--- src/rtl/fcd_pkg.sv ---
package fcd_pkg;
  typedef enum logic [1:0] {
    OP_PROG   = 2'd0,
    OP_SERASE = 2'd1,
    OP_CERASE = 2'd2
  } op_e;

  typedef enum logic [2:0] {
    ST_IDLE,
    ST_K1,
    ST_K2,
    ST_PDATA,
    ST_E0,
    ST_E1,
    ST_E2
  } seq_e;
endpackage

--- src/rtl/fcd_bus_sync.sv ---
module fcd_bus_sync #(
  parameter int ADDR_W = 19,
  parameter int DATA_W = 16,
  parameter int SYNC_STAGES = 2
) (
  input  logic              clk_i,
  input  logic              rst_ni,
  input  logic              ce_ni,
  input  logic              we_ni,
  input  logic              oe_ni,
  input  logic [ADDR_W-1:0] addr_i,
  input  logic [DATA_W-1:0] data_i,
  output logic              wr_o,
  output logic [ADDR_W-1:0] addr_o,
  output logic [DATA_W-1:0] data_o
);
  // bit 0 ce, bit 1 we, bit 2 oe
  logic [2:0] stg_q [SYNC_STAGES];

  for (genvar g = 0; g < SYNC_STAGES; g++) begin : g_sync
    always_ff @(posedge clk_i or negedge rst_ni) begin
      if (!rst_ni) stg_q[g] <= 3'b111;
      else if (g == 0) stg_q[g] <= {oe_ni, we_ni, ce_ni};
      else stg_q[g] <= stg_q[g-1];
    end
  end

  logic [2:0] s;
  logic act, act_q;
  assign s   = stg_q[SYNC_STAGES-1];
  assign act = ~s[0] & ~s[1] & s[2];

  always_ff @(posedge clk_i or negedge rst_ni) begin
    if (!rst_ni) begin
      act_q  <= 1'b0;
      wr_o   <= 1'b0;
      addr_o <= '0;
      data_o <= '0;
    end else begin
      act_q <= act;
      wr_o  <= act_q & ~act;
      if (act & ~act_q) addr_o <= addr_i;
      if (act_q & ~act) data_o <= data_i;
    end
  end
endmodule

--- src/rtl/fcd_lock_table.sv ---
module fcd_lock_table #(
  parameter int NUM_SECT = 8,
  localparam int SECT_W = $clog2(NUM_SECT)
) (
  input  logic                clk_i,
  input  logic                rst_ni,
  input  logic                set_i,
  input  logic [SECT_W-1:0]   idx_i,
  output logic [NUM_SECT-1:0] lock_o
);
  for (genvar g = 0; g < NUM_SECT; g++) begin : g_bit
    always_ff @(posedge clk_i or negedge rst_ni) begin
      if (!rst_ni) lock_o[g] <= 1'b0;
      else if (set_i && idx_i == SECT_W'(g)) lock_o[g] <= 1'b1;
    end
  end

  assert_lock_sticky_R8: assert property (@(posedge clk_i) disable iff (!rst_ni)
    (~lock_o & $past(lock_o)) == '0)
    else $error("lock bit cleared without reset");
endmodule

--- src/rtl/fcd_seq_fsm.sv ---
module fcd_seq_fsm
  import fcd_pkg::*;
#(
  parameter int ADDR_W = 19,
  parameter int DATA_W = 16,
  parameter int NUM_SECT = 8,
  parameter logic [ADDR_W-1:0] UNLOCK_A1 = 'h555,
  parameter logic [ADDR_W-1:0] UNLOCK_A2 = 'h2AA,
  parameter logic [7:0] KEY1 = 8'hAA,
  parameter logic [7:0] KEY2 = 8'h55,
  parameter logic [7:0] C_PROG = 8'hA0,
  parameter logic [7:0] C_ERASE = 8'h80,
  parameter logic [7:0] C_ID_IN = 8'h90,
  parameter logic [7:0] C_ID_OUT = 8'hF0,
  parameter logic [7:0] C_CHIP = 8'h10,
  parameter logic [7:0] C_SECT = 8'h30,
  parameter logic [7:0] C_LOCK = 8'h40,
  parameter logic [7:0] C_BYPASS = 8'h20,
  localparam int SECT_W = $clog2(NUM_SECT)
) (
  input  logic                clk_i,
  input  logic                rst_ni,
  input  logic                wr_i,
  input  logic [ADDR_W-1:0]   addr_i,
  input  logic [DATA_W-1:0]   data_i,
  input  logic                busy_i,
  input  logic                hv_i,
  input  logic [NUM_SECT-1:0] lock_i,
  output logic                start_o,
  output logic                refuse_o,
  output logic [1:0]          op_o,
  output logic [ADDR_W-1:0]   op_addr_o,
  output logic [DATA_W-1:0]   op_data_o,
  output logic [NUM_SECT-1:0] skip_o,
  output logic                lock_set_o,
  output logic [SECT_W-1:0]   lock_idx_o,
  output logic                bypass_o,
  output logic                id_mode_o
);
  seq_e state_q, state_d;
  op_e  op_q, req_op;
  logic req, ok, go, at1, at2, bypass_d, id_d;
  logic [7:0] d8;
  logic [SECT_W-1:0] sect;

  assign go   = wr_i & ~busy_i;
  assign d8   = data_i[7:0];
  assign at1  = addr_i == UNLOCK_A1;
  assign at2  = addr_i == UNLOCK_A2;
  assign sect = addr_i[ADDR_W-1 -: SECT_W];
  assign ok   = (req_op == OP_CERASE) | ~lock_i[sect] | hv_i;
  assign lock_idx_o = sect;

  always_comb begin
    state_d    = state_q;
    bypass_d   = bypass_o;
    id_d       = id_mode_o;
    req        = 1'b0;
    req_op     = OP_PROG;
    lock_set_o = 1'b0;
    if (go) begin
      if (bypass_o) begin
        req = 1'b1;
      end else begin
        state_d = ST_IDLE;
        unique case (state_q)
          ST_IDLE: if (at1 && d8 == KEY1) state_d = ST_K1;
          ST_K1:   if (at2 && d8 == KEY2) state_d = ST_K2;
          ST_K2: if (at1) begin
            if (d8 == C_PROG) state_d = ST_PDATA;
            else if (d8 == C_ERASE) state_d = ST_E0;
            else if (d8 == C_ID_IN) id_d = 1'b1;
            else if (d8 == C_ID_OUT) id_d = 1'b0;
          end
          ST_PDATA: req = 1'b1;
          ST_E0: if (at1 && d8 == KEY1) state_d = ST_E1;
          ST_E1: if (at2 && d8 == KEY2) state_d = ST_E2;
          ST_E2: begin
            if (d8 == C_SECT) begin
              req = 1'b1; req_op = OP_SERASE;
            end else if (at1 && d8 == C_CHIP) begin
              req = 1'b1; req_op = OP_CERASE;
            end else if (d8 == C_LOCK) begin
              lock_set_o = 1'b1;
            end else if (at1 && d8 == C_BYPASS) begin
              bypass_d = 1'b1;
            end
          end
          default: state_d = ST_IDLE;
        endcase
      end
    end
  end

  always_ff @(posedge clk_i or negedge rst_ni) begin
    if (!rst_ni) begin
      state_q   <= ST_IDLE;
      bypass_o  <= 1'b0;
      id_mode_o <= 1'b0;
      start_o   <= 1'b0;
      refuse_o  <= 1'b0;
      op_q      <= OP_PROG;
      op_addr_o <= '0;
      op_data_o <= '0;
      skip_o    <= '0;
    end else begin
      state_q   <= state_d;
      bypass_o  <= bypass_d;
      id_mode_o <= id_d;
      start_o   <= req & ok;
      refuse_o  <= req & ~ok;
      if (req) begin
        op_q      <= req_op;
        op_addr_o <= addr_i;
        op_data_o <= data_i;
        skip_o    <= hv_i ? '0 : lock_i;
      end
    end
  end

  assign op_o = op_q;

  assert_start_xor_refuse_R9: assert property (@(posedge clk_i) disable iff (!rst_ni)
    !(start_o && refuse_o))
    else $error("start and refuse together");
  assert_start_single_R3: assert property (@(posedge clk_i) disable iff (!rst_ni)
    start_o |=> !start_o)
    else $error("start longer than one cycle");
  assert_bypass_sticky_R11: assert property (@(posedge clk_i) disable iff (!rst_ni)
    !$fell(bypass_o))
    else $error("bypass left without reset");
  assert_busy_ignored_R12: assert property (@(posedge clk_i) disable iff (!rst_ni)
    (wr_i && busy_i) |=> (!start_o && !refuse_o && $stable(state_q) && $stable(bypass_o)))
    else $error("write acted on while busy");
endmodule

--- src/rtl/flash_cmd_decoder.sv ---
module flash_cmd_decoder #(
  parameter int ADDR_W = 19,
  parameter int DATA_W = 16,
  parameter int NUM_SECT = 8,
  parameter int SYNC_STAGES = 2,
  parameter logic [ADDR_W-1:0] UNLOCK_A1 = 'h555,
  parameter logic [ADDR_W-1:0] UNLOCK_A2 = 'h2AA,
  parameter logic [7:0] KEY1 = 8'hAA,
  parameter logic [7:0] KEY2 = 8'h55,
  parameter logic [7:0] C_PROG = 8'hA0,
  parameter logic [7:0] C_ERASE = 8'h80,
  parameter logic [7:0] C_ID_IN = 8'h90,
  parameter logic [7:0] C_ID_OUT = 8'hF0,
  parameter logic [7:0] C_CHIP = 8'h10,
  parameter logic [7:0] C_SECT = 8'h30,
  parameter logic [7:0] C_LOCK = 8'h40,
  parameter logic [7:0] C_BYPASS = 8'h20
) (
  input  logic                clk_i,
  input  logic                rst_ni,
  input  logic                ce_ni,
  input  logic                we_ni,
  input  logic                oe_ni,
  input  logic [ADDR_W-1:0]   addr_i,
  input  logic [DATA_W-1:0]   data_i,
  input  logic                busy_i,
  input  logic                hv_override_i,
  output logic                start_o,
  output logic [1:0]          op_o,
  output logic [ADDR_W-1:0]   op_addr_o,
  output logic [DATA_W-1:0]   op_data_o,
  output logic [NUM_SECT-1:0] skip_mask_o,
  output logic                refuse_o,
  output logic [NUM_SECT-1:0] lock_o,
  output logic                bypass_o,
  output logic                id_mode_o
);
  localparam int SECT_W = $clog2(NUM_SECT);

  logic              wr;
  logic [ADDR_W-1:0] wr_addr;
  logic [DATA_W-1:0] wr_data;
  logic              lock_set;
  logic [SECT_W-1:0] lock_idx;

  fcd_bus_sync #(.ADDR_W(ADDR_W), .DATA_W(DATA_W), .SYNC_STAGES(SYNC_STAGES)) u_sync (
    .clk_i, .rst_ni, .ce_ni, .we_ni, .oe_ni, .addr_i, .data_i,
    .wr_o(wr), .addr_o(wr_addr), .data_o(wr_data)
  );

  fcd_seq_fsm #(
    .ADDR_W(ADDR_W), .DATA_W(DATA_W), .NUM_SECT(NUM_SECT),
    .UNLOCK_A1(UNLOCK_A1), .UNLOCK_A2(UNLOCK_A2), .KEY1(KEY1), .KEY2(KEY2),
    .C_PROG(C_PROG), .C_ERASE(C_ERASE), .C_ID_IN(C_ID_IN), .C_ID_OUT(C_ID_OUT),
    .C_CHIP(C_CHIP), .C_SECT(C_SECT), .C_LOCK(C_LOCK), .C_BYPASS(C_BYPASS)
  ) u_fsm (
    .clk_i, .rst_ni, .wr_i(wr), .addr_i(wr_addr), .data_i(wr_data),
    .busy_i, .hv_i(hv_override_i), .lock_i(lock_o),
    .start_o, .refuse_o, .op_o, .op_addr_o, .op_data_o, .skip_o(skip_mask_o),
    .lock_set_o(lock_set), .lock_idx_o(lock_idx), .bypass_o, .id_mode_o
  );

  fcd_lock_table #(.NUM_SECT(NUM_SECT)) u_lock (
    .clk_i, .rst_ni, .set_i(lock_set), .idx_i(lock_idx), .lock_o
  );
endmodule

--- config.mk ---
export PLATFORM = sky130hd
export DESIGN_NAME = flash_cmd_decoder
export DESIGN_NICKNAME = d
export VERILOG_FILES = /design/src/rtl/fcd_pkg.sv /design/src/rtl/fcd_bus_sync.sv /design/src/rtl/fcd_lock_table.sv /design/src/rtl/fcd_seq_fsm.sv /design/src/rtl/flash_cmd_decoder.sv
export SDC_FILE = /design/constraint.sdc
export NUM_CORES = 1
export LEC_CHECK = 0
export ABC_AREA = 1
export BUFFER_PORTS_ARGS = -buffer_cell sky130_fd_sc_hd__buf_2
export CAP_MARGIN = 15
export CORE_ASPECT_RATIO = 0.6
export CORE_MARGIN = 3
export CORE_UTILIZATION = 59
export DETAILED_ROUTE_END_ITERATION = 8
export GPL_TIMING_DRIVEN = 1
export MAX_ROUTING_LAYER = met4
export PLACE_DENSITY = 0.85
export SYNTH_ARGS = -nofsm -noshare
export SYNTH_HDL_FRONTEND = slang
export SYNTH_HIERARCHICAL = 1
export SYNTH_SLANG_ARGS = --single-unit
export TNS_END_PERCENT = 5
--- constraint.sdc ---
create_clock -name clk_i -period 4.5 [get_ports clk_i]
set_input_delay 1.125 -clock clk_i [delete_from_list [all_inputs] [get_ports clk_i]]
set_output_delay 1.125 -clock clk_i [all_outputs]
set_load 0.02 [all_outputs]
==> out/qor.csv, run 1 <==
metric,value,unit
largest net degree at the start of global routing,79,
nets,674,
GRT met3 Usage,6.31,%
clk buf depth,2,
grt ovf,0,
CP cell instances,buf_2 -> nor2_4 -> nand2_1 -> inv_1 -> nand2_1 -> nor3_1 -> inv_1 -> nor2_4 -> nand2_1 -> nand2_1,
first-pass GRT wire length,17.9,mm
die span in y,74.8,um
nature of the critical path startpoint,input port,
Buf/Inv on CP,3,
Final Hold Violating Endpoints,0,
R2R setup slack,2290,ps
area delta synth->final,15.2,%
"Reg clk slew, reported paths",60,ps
status,"finished, final reports clean",
HP Class,reg2reg,
fin cells,740,
Fin Clk Skew,5.12,ps
Routability Congestion,0.902,
"Seq/Total Area, Yosys",55.5,%
top cell type's share of synthesized area,52.1,%
routed length per instance,14.6,um
Max-Slew Margin vs Limit,35.9,%
CTS tree,built,
Synth Area per Inst,8.50,um2
share of layout cells above drive strength 1,21.7,%
"Core Util, Final",72.1,%
vias in the first global route,3726,
cells after synthesis,548,
element type at the critical path end,register,
RSZ-0062 raised after global routing,no,
Setup Buffers After CTS,0,
H-Tree Depth,3,
synth warn,6,
placed cells,725,
clock latency on the worst-skew pair,340,ps
Num Clock Sinks,103,
post-layout minimum cycle time,2540,ps
Die Area,9040,um2
Resized cells post-CTS,0,
IO Count,99,
Power Density,460,nW/um2
WS Path Type,in2reg,
Synth Net Count,590,
"commonest non-fill, non-tap cells in the layout","nand2_1, buf_2, dfrtp_1, nand3_1, inv_1",
CTS root buffer,clkbuf_16,
core area,7450,um2
Seq cells post-synth,103,
Slew @ Worst Pin,961,ps
drc violations,0,
Filler cells,600,
most used routing layer,met2,
All-Layer GR Usage,26.5,%
"leading cell type in the layout, fill and taps excluded",nand2_1,
ranking of synthesized cells by area,"dfrtp_1, nand2_1, nand3_1, inv_1, dfstp_2",
Post-CTS Hold Buffers,0,
Crit path arrival time,2810,ps
worst hold stages,0,
DR vias/cell,5.38,
Detailed Place HPWL,7.37,mm
Std-Cell Rows,24,
synthesized area,4660,um2
leakage power,3.02,nW
initial DRC count,410,
met1 Usage GRT,37.1,%
Final period util,56.4,%
initial core utilization,62.6,%
most frequent CP cell,nand2_1,
met2 global-route usage,39.0,%
Worst VDD drop,0.227,mV
first-pass iteration count of the detailed router,5,
CP peak stage delay,490,ps
CP Depth,10,
CTS Buf Count,9,
Power Total,2.47,mW
Crit path max-delay family,simple AND/OR/NAND/NOR gates,
Final setup viols,0,
total routed wirelength,10.8,mm
max-slew violations,0,
via count,3979,
CP Max Fanout,25,
leading area contributor after synthesis,dfrtp_1,
Sum Neg Setup Slack,0,ps
remaining antenna violation count after routing,0,
R2R cell count,10,
fmax,394,MHz
required time of the critical path,4780,ps
# Max-Cap Violations,0,
Die W,121,um
Ant. Diodes,0,
I/O Buffers,98,
"Distinct cells, synth",31,
CP max-delay cell,nor2_4,
initial antenna violation count,0,
[final cells by class]
class | count | area (um2) | share of cell area, %
tap | 104 | 130 | 2.42
sequential | 103 | 2580 | 48.1
clock inverter | 4 | 45.0 | 0.839
timing repair buffer | 101 | 515 | 9.60
multi-input combinational | 368 | 1660 | 30.9
clock buffer | 11 | 253 | 4.71
inverter | 49 | 184 | 3.42
[worst paths after layout]
kind / from / endpoint
worst max-delay path: busy_i / u_lock/lock_o[1]
worst min-delay path: u_sync/stg_q[4] / u_sync/s[1]
worst max register to register: u_sync/data_o[2] / u_fsm/op_addr_o[6]
worst min register to register: u_sync/stg_q[4] / u_sync/s[1]
max in group asynchronous: rst_ni / u_lock/lock_o[0]
min in group asynchronous: rst_ni / u_sync/addr_o[11]
[state kept, by name, summed over array words and instances, names as in the netlist, 2 cells and up]
name             cells
u_lock/lock_o        8
u_sync/addr_o       19
u_fsm/op_data_o     16
u_sync/data_o       16
u_sync/stg_q         3
u_fsm/skip_o         8
u_fsm/op_addr_o     19
u_fsm/state_q        3
u_fsm/op_o           2
u_sync/s             3
[per-layer routing]
layer  wire (um)  up-vias
li1            -     1909
met1        5070     1892
met2        4810      168
met3         826       10
met4          99        0
met5           0        -
[report_power, final]
| part | switching [mW] | internal, mW |
|---|---|---|
| clock network | 0.316 | 0.455 |
| registers | 0.129 | 1.08 |
| logic | 0.325 | 0.163 |
| total | 0.770 | 1.70 |
[worst register-to-register path, stage by stage, from the launching register on]
cell     delay [ps]
dfrtp_1         450
nor2_1          140
nand3_1         180
nor3_2          220
nand2_1          80
nand2_1          70
nand2_1          60
nand2_2          80
nand2_2         490
nand2_1         250
nand2_1          80
[logic make-up after synthesis]
family / after synthesis / share of synthesized area (%)
and+or+nand+nor: 354 / 33.9
buffers and inverters: 77 / 9.07
AOI/OAI and AO/OA: 14 / 1.58
DFF: 103 / 55.5
[per-stage QoR]
step,hold slack [ps],worst slack [ps],area [um2]
2_1_floorplan,345,2280,4660
3_3_place_gp,347,1670,5070
3_5_place_dp,348,1640,5070
4_1_cts,358,1960,5370
5_1_grt,364,1780,5370
6_report,357,1960,5370
[cells in the mapped netlist]
cell type	instances
a21oi_1	5
a31oi_1	1
and2_1	1
buf_1	1
buf_12	1
buf_2	6
buf_4	4
buf_6	8
buf_8	1
clkbuf_1	4
clkbuf_4	1
clkbuf_8	2
dfrtp_1	97
dfstp_2	6
inv_1	46
inv_2	3
nand2_1	201
nand2_2	5
nand2_4	1
nand2_8	1
nand3_1	73
nand3_4	1
nand4_1	25
nor2_1	34
nor2_2	1
nor2_4	3
nor3_1	4
nor3_2	1
nor4_1	3
o21ai_0	7
o21bai_1	1
Note: power is estimated with default switching activity, not from simulation.
==> inputs of run 2 (changes only) <==
- CORE_UTILIZATION: 59 -> 54
- PLACE_DENSITY: 0.85 -> 0.79
- clock period: 4.5 -> 2.55 ns (I/O delays scaled with it)
==> run 2 against run 1 <==
Effect of this change:
- first-iteration DRC count is 6.3% higher
- via count increased by 0.53%
- hold slack got worse by 170 ps
- count of clock-buffer cells in the layout did not move
- non-clock buffer count increased by 6
- sequential share of layout area down 0.55 points
- flip-flop and latch count stayed put
- sequential power rose by 76%
- critical path depth is the same
- setup slack got worse by 1500 ps
- register-to-register slack lost 1900 ps
- design area grew 1.2%
==> out/qor.csv, run 2 (synthesized netlist as in run 1, its figures left out) <==
metric,value,unit
CP Max Fanout,43,
required time of the critical path,2830,ps
Std-Cell Rows,25,
share of layout cells above drive strength 1,22.4,%
Sum Neg Setup Slack,0,ps
HP Class,in2async,
first-pass iteration count of the detailed router,5,
Num Clock Sinks,103,
post-layout minimum cycle time,2130,ps
# Max-Cap Violations,0,
first-pass GRT wire length,19.3,mm
initial DRC count,436,
Filler cells,738,
WS Path Type,reg2reg,
remaining antenna violation count after routing,0,
element type at the critical path end,register,
Die W,126,um
Routability Congestion,0.935,
Largest regs,"u_fsm/op_addr_o (19), u_sync/addr_o (19)",
die span in y,78.0,um
clk buf depth,2,
Ant. Diodes,0,
clock latency on the worst-skew pair,350,ps
All-Layer GR Usage,25.4,%
Detailed Place HPWL,7.94,mm
Fin Clk Skew,5.38,ps
"Reg clk slew, reported paths",60,ps
routed length per instance,15.0,um
Slew @ Worst Pin,490,ps
Final Hold Violating Endpoints,0,
largest net degree at the start of global routing,45,
"leading cell type in the layout, fill and taps excluded",nand2_1,
area delta synth->final,16.6,%
initial antenna violation count,0,
Worst Hold Slack,188,ps
Power Density,808,nW/um2
Setup Buffers After CTS,0,
nets,680,
H-Tree Depth,3,
total routed wirelength,11.3,mm
CTS tree,built,
RSZ-0062 raised after global routing,no,
nature of the critical path startpoint,register,
status,"finished, final reports clean",
initial core utilization,57.3,%
Worst VDD drop,0.468,mV
"commonest non-fill, non-tap cells in the layout","nand2_1, buf_2, dfrtp_1, nand3_1, inv_1",
via count,4000,
multi-input gate area in the final layout,1660,um2
I/O Buffers,98,
leakage power,3.05,nW
Resized cells post-CTS,0,
Max-Slew Margin vs Limit,67.3,%
fmax,469,MHz
max-slew violations,0,
CTS root buffer,clkbuf_16,
vias in the first global route,3902,
Crit path arrival time,2420,ps
Die Area,9820,um2
DR vias/cell,5.33,
Final setup viols,0,
IO Count,99,
drc violations,0,
Power Total,4.39,mW
Storage cell area,2580,um2
Post-CTS Hold Buffers,0,
grt ovf,0,
Final period util,83.6,%
core area,8130,um2
CTS Buf Count,9,
-- run 2: final timing paths --
check	start	to	slack, ps	depth (start not counted)
max	u_sync/addr_o[16]	u_fsm/skip_o[0]	420	10
min	rst_ni	u_sync/addr_o[12]	190	1
max reg2reg	u_sync/addr_o[16]	u_fsm/skip_o[0]	420	10
min reg2reg	u_sync/stg_q[5]	u_sync/s[2]	360	0
max in group asynchronous	rst_ni	u_lock/lock_o[1]	1780	2
min in group clk_i	u_sync/stg_q[5]	u_sync/s[2]	360	0
-- run 2: where the power goes --
part	switching, mW	total (mW)	internal, mW	leakage [nW]
Combinational	0.579	0.875	0.296	1.65
Clock	0.579	1.38	0.804	0.151
Sequential	0.222	2.13	1.91	1.25
Total	1.38	4.39	3.01	3.05
-- run 2: through the flow --
| step | util (%) | setup slack [ps] | instance area (um2) | cells |
|---|---|---|---|---|
| after floorplan | - | 820 | 4660 | 548 |
| after global placement | 63.1 | 582 | 5130 | 735 |
| after detailed placement | 63.1 | 517 | 5130 | 735 |
| after CTS | 66.8 | 446 | 5430 | 750 |
| after global routing | 66.8 | 272 | 5430 | 750 |
| final | 66.8 | 417 | 5430 | 750 |
-- run 2: area by class of cell --
class	count	area share, %
flip-flops and latches	103	47.6
multi-input cells	368	30.5
repair buffers	107	10.5
clock buffers	11	4.65
inverters	49	3.39
well taps	108	2.49
clock inverters	4	0.829
-- run 2: worst max-delay path, stage by stage (launching register included) --
cell	delay (ps)
dfrtp_1	480
inv_1	200
nand3_1	140
nor2_1	160
nand3_1	110
nand2_1	90
nand2_1	60
nand2_2	100
buf_4	420
nand3_1	170
nand2_1	110
-- run 2: layer usage --
layer	wire length, um	track usage, %
met3	972	6.74
met1	5040	35.5
met4	127	5.67
met5	0	-
met2	5140	37.6
==> inputs of run 3 (changes only) <==
- CORE_UTILIZATION: 54 -> 49
- PLACE_DENSITY: 0.79 -> 0.76
- clock period: 2.55 -> 1.73 ns (I/O delays scaled with it)
==> run 3 against run 2 <==
Effect of this change:
- the flow now finishes with violations (setup timing)
- critical endpoint is now u_fsm/skip_o[1]
- clock power up 51%
- cell count grew 5.7%
- flip-flop and latch count unchanged
- hold slack worse by 170 ps
- maximum frequency increased by 22%
- die area up 9.6%
- sequential share of layout area down 3.4 points
==> out/qor.csv, run 3 (synthesized netlist as in run 1, its figures left out) <==
metric,value,unit
status,"complete, but fails checks",
failing checks,setup timing,
Final period util,101,%
Largest regs,"u_fsm/op_addr_o (19), u_sync/addr_o (19)",
"commonest non-fill, non-tap cells in the layout","nand2_1, buf_2, dfrtp_1, nand3_1, inv_1",
Fin Clk Skew,7.30,ps
CP Max Fanout,8,
H-Tree Depth,3,
Final setup viols,15,
RSZ-0062 raised after global routing,yes,
most frequent CP cell,nand2_1,
CTS root buffer,clkbuf_16,
DR vias/cell,5.23,
"Core Util, Final",66.0,%
Slew @ Worst Pin,413,ps
area delta synth->final,25.8,%
Worst Hold Slack,22.7,ps
Crit path max-delay family,simple AND/OR/NAND/NOR gates,
CP cell instances,nor2_2 -> nand3_2 -> nor3_4 -> nand2_1 -> nand2_1 -> nand2_2 -> nand2_4 -> nand2_8 -> clkbuf_16 -> nand2_1 -> nand2_1,
initial DRC count,412,
Final Hold Violating Endpoints,0,
first-pass GRT wire length,20.0,mm
# Max-Cap Violations,0,
Post-CTS Hold Buffers,0,
nature of the critical path startpoint,register,
Die Area,10800,um2
All-Layer GR Usage,24.2,%
post-layout minimum cycle time,1750,ps
Std-Cell Rows,26,
grt ovf,0,
max-slew violations,0,
Power Density,1150,nW/um2
remaining antenna violation count after routing,0,
share of layout cells above drive strength 1,29.4,%
Routability Congestion,0.901,
I/O Buffers,98,
Buf/Inv on CP,1,
R2R cell count,11,
CTS Buf Count,9,
Die W,132,um
required time of the critical path,1970,ps
area post-placement,5340,um2
Sw Ratio,31.6,%
part of the power in the clock network,31.0,%
"Reg clk slew, reported paths",60,ps
die span in y,81.5,um
Internal Power,4.61,mW
Num Clock Sinks,103,
first-pass iteration count of the detailed router,6,
clk buf depth,2,
design area,5860,um2
Crit path arrival time,1990,ps
Filler cells,763,
fmax,571,MHz
Worst VDD drop,0.808,mV
IO Count,99,
vias in the first global route,4014,
routed length per instance,15.9,um
R2R setup slack,-20,ps
Seq pwr share,46.2,%
combinational power share,22.8,%
clock latency on the worst-skew pair,350,ps
core area,8880,um2
CP max-delay cell,dfrtp_1,
final setup margin,-21.2,ps
worst r2r dst,u_fsm/skip_o[1],
drc violations,0,
via count,4151,
net switching power,2.13,mW
element type at the critical path end,register,
Max-Slew Margin vs Limit,72.5,%
CP Depth,11,
total routed wirelength,12.6,mm
Place WS,28.7,ps
HP Class,in2async,
nets,704,
initial core utilization,52.5,%
CTS tree,built,
"leading cell type in the layout, fill and taps excluded",nand2_1,
r2r startpoint,u_sync/data_o[2],
largest net degree at the start of global routing,46,
CP peak stage delay,390,ps
initial antenna violation count,0,
Ant. Diodes,0,
WS Path Type,reg2reg,
Detailed Place HPWL,8.32,mm
leakage power,3.23,nW
==> run 3: cell count changes in the layout (fill, tap and decap cells not counted), moves of 3 or more <==
| cell | before | now |
|---|---|---|
| nor2_1 | 34 | 30 |
| buf_12 | 1 | 6 |
| buf_4 | 9 | 25 |
| nand2_1 | 201 | 183 |
| nand2_2 | 5 | 20 |
| nor2_2 | 0 | 3 |
==> run 3: worst max path at each step <==
stage	slack, ps	start	end
2_1_floorplan	100	u_sync/data_o[3]	u_fsm/op_addr_o[10]
3_3_place_gp	60	u_sync/data_o[3]	u_fsm/op_addr_o[5]
3_5_place_dp	30	u_sync/data_o[3]	u_fsm/op_addr_o[11]
4_1_cts	10	u_sync/data_o[3]	u_fsm/op_addr_o[4]
5_1_grt	-110	u_sync/data_o[7]	u_fsm/op_addr_o[4]
6_report	-20	u_sync/data_o[2]	u_fsm/skip_o[1]
==> run 3: cell type report <==
type / instances / area [um2] / area share (%)
timing repair buffer: 131 / 855 / 14.6
clock inverter: 3 / 40.0 / 0.683
tap: 126 / 158 / 2.69
multi-input combinational: 368 / 1770 / 30.2
sequential: 103 / 2590 / 44.1
inverter: 49 / 184 / 3.14
clock buffer: 13 / 270 / 4.61
==> run 3: power by group through the flow <==
stage / clock network, mW / logic [mW] / registers (mW)
6_report: 2.09 / 1.54 / 3.11
5_1_grt: 2.22 / 1.70 / 3.16
4_1_cts: 2.13 / 1.47 / 3.09
3_5_place_dp: 0 / 1.46 / 3.12
3_3_place_gp: 0 / 1.43 / 3.11
2_1_floorplan: 0 / 0.560 / 3.41
==> run 3: layer usage <==
layer,up-vias,track usage [%],wire length [um]
met5,-,-,0
met3,13,5.75,919
met2,167,36.8,5690
met1,1998,33.5,5900
li1,1973,-,-
met4,0,5.03,91
==> run 3: stage by stage <==
stage	power [mW]	setup TNS, ps	instances
final	6.74	-133	793
after global routing	7.08	-3630	793
after CTS	6.69	0	787
after detailed placement	4.59	0	771
after global placement	4.53	0	771
after floorplan	3.97	0	548
==> run 3: timing repair <==
| item | CTS | global route |
|---|---|---|
| setup endpoints to repair | 2 | 58 |
| pin swaps | 0 | 7 |
| cloned | 0 | 3 |
| buffers inserted | 0 | 3 |
| gates resized for setup | 1 | 36 |
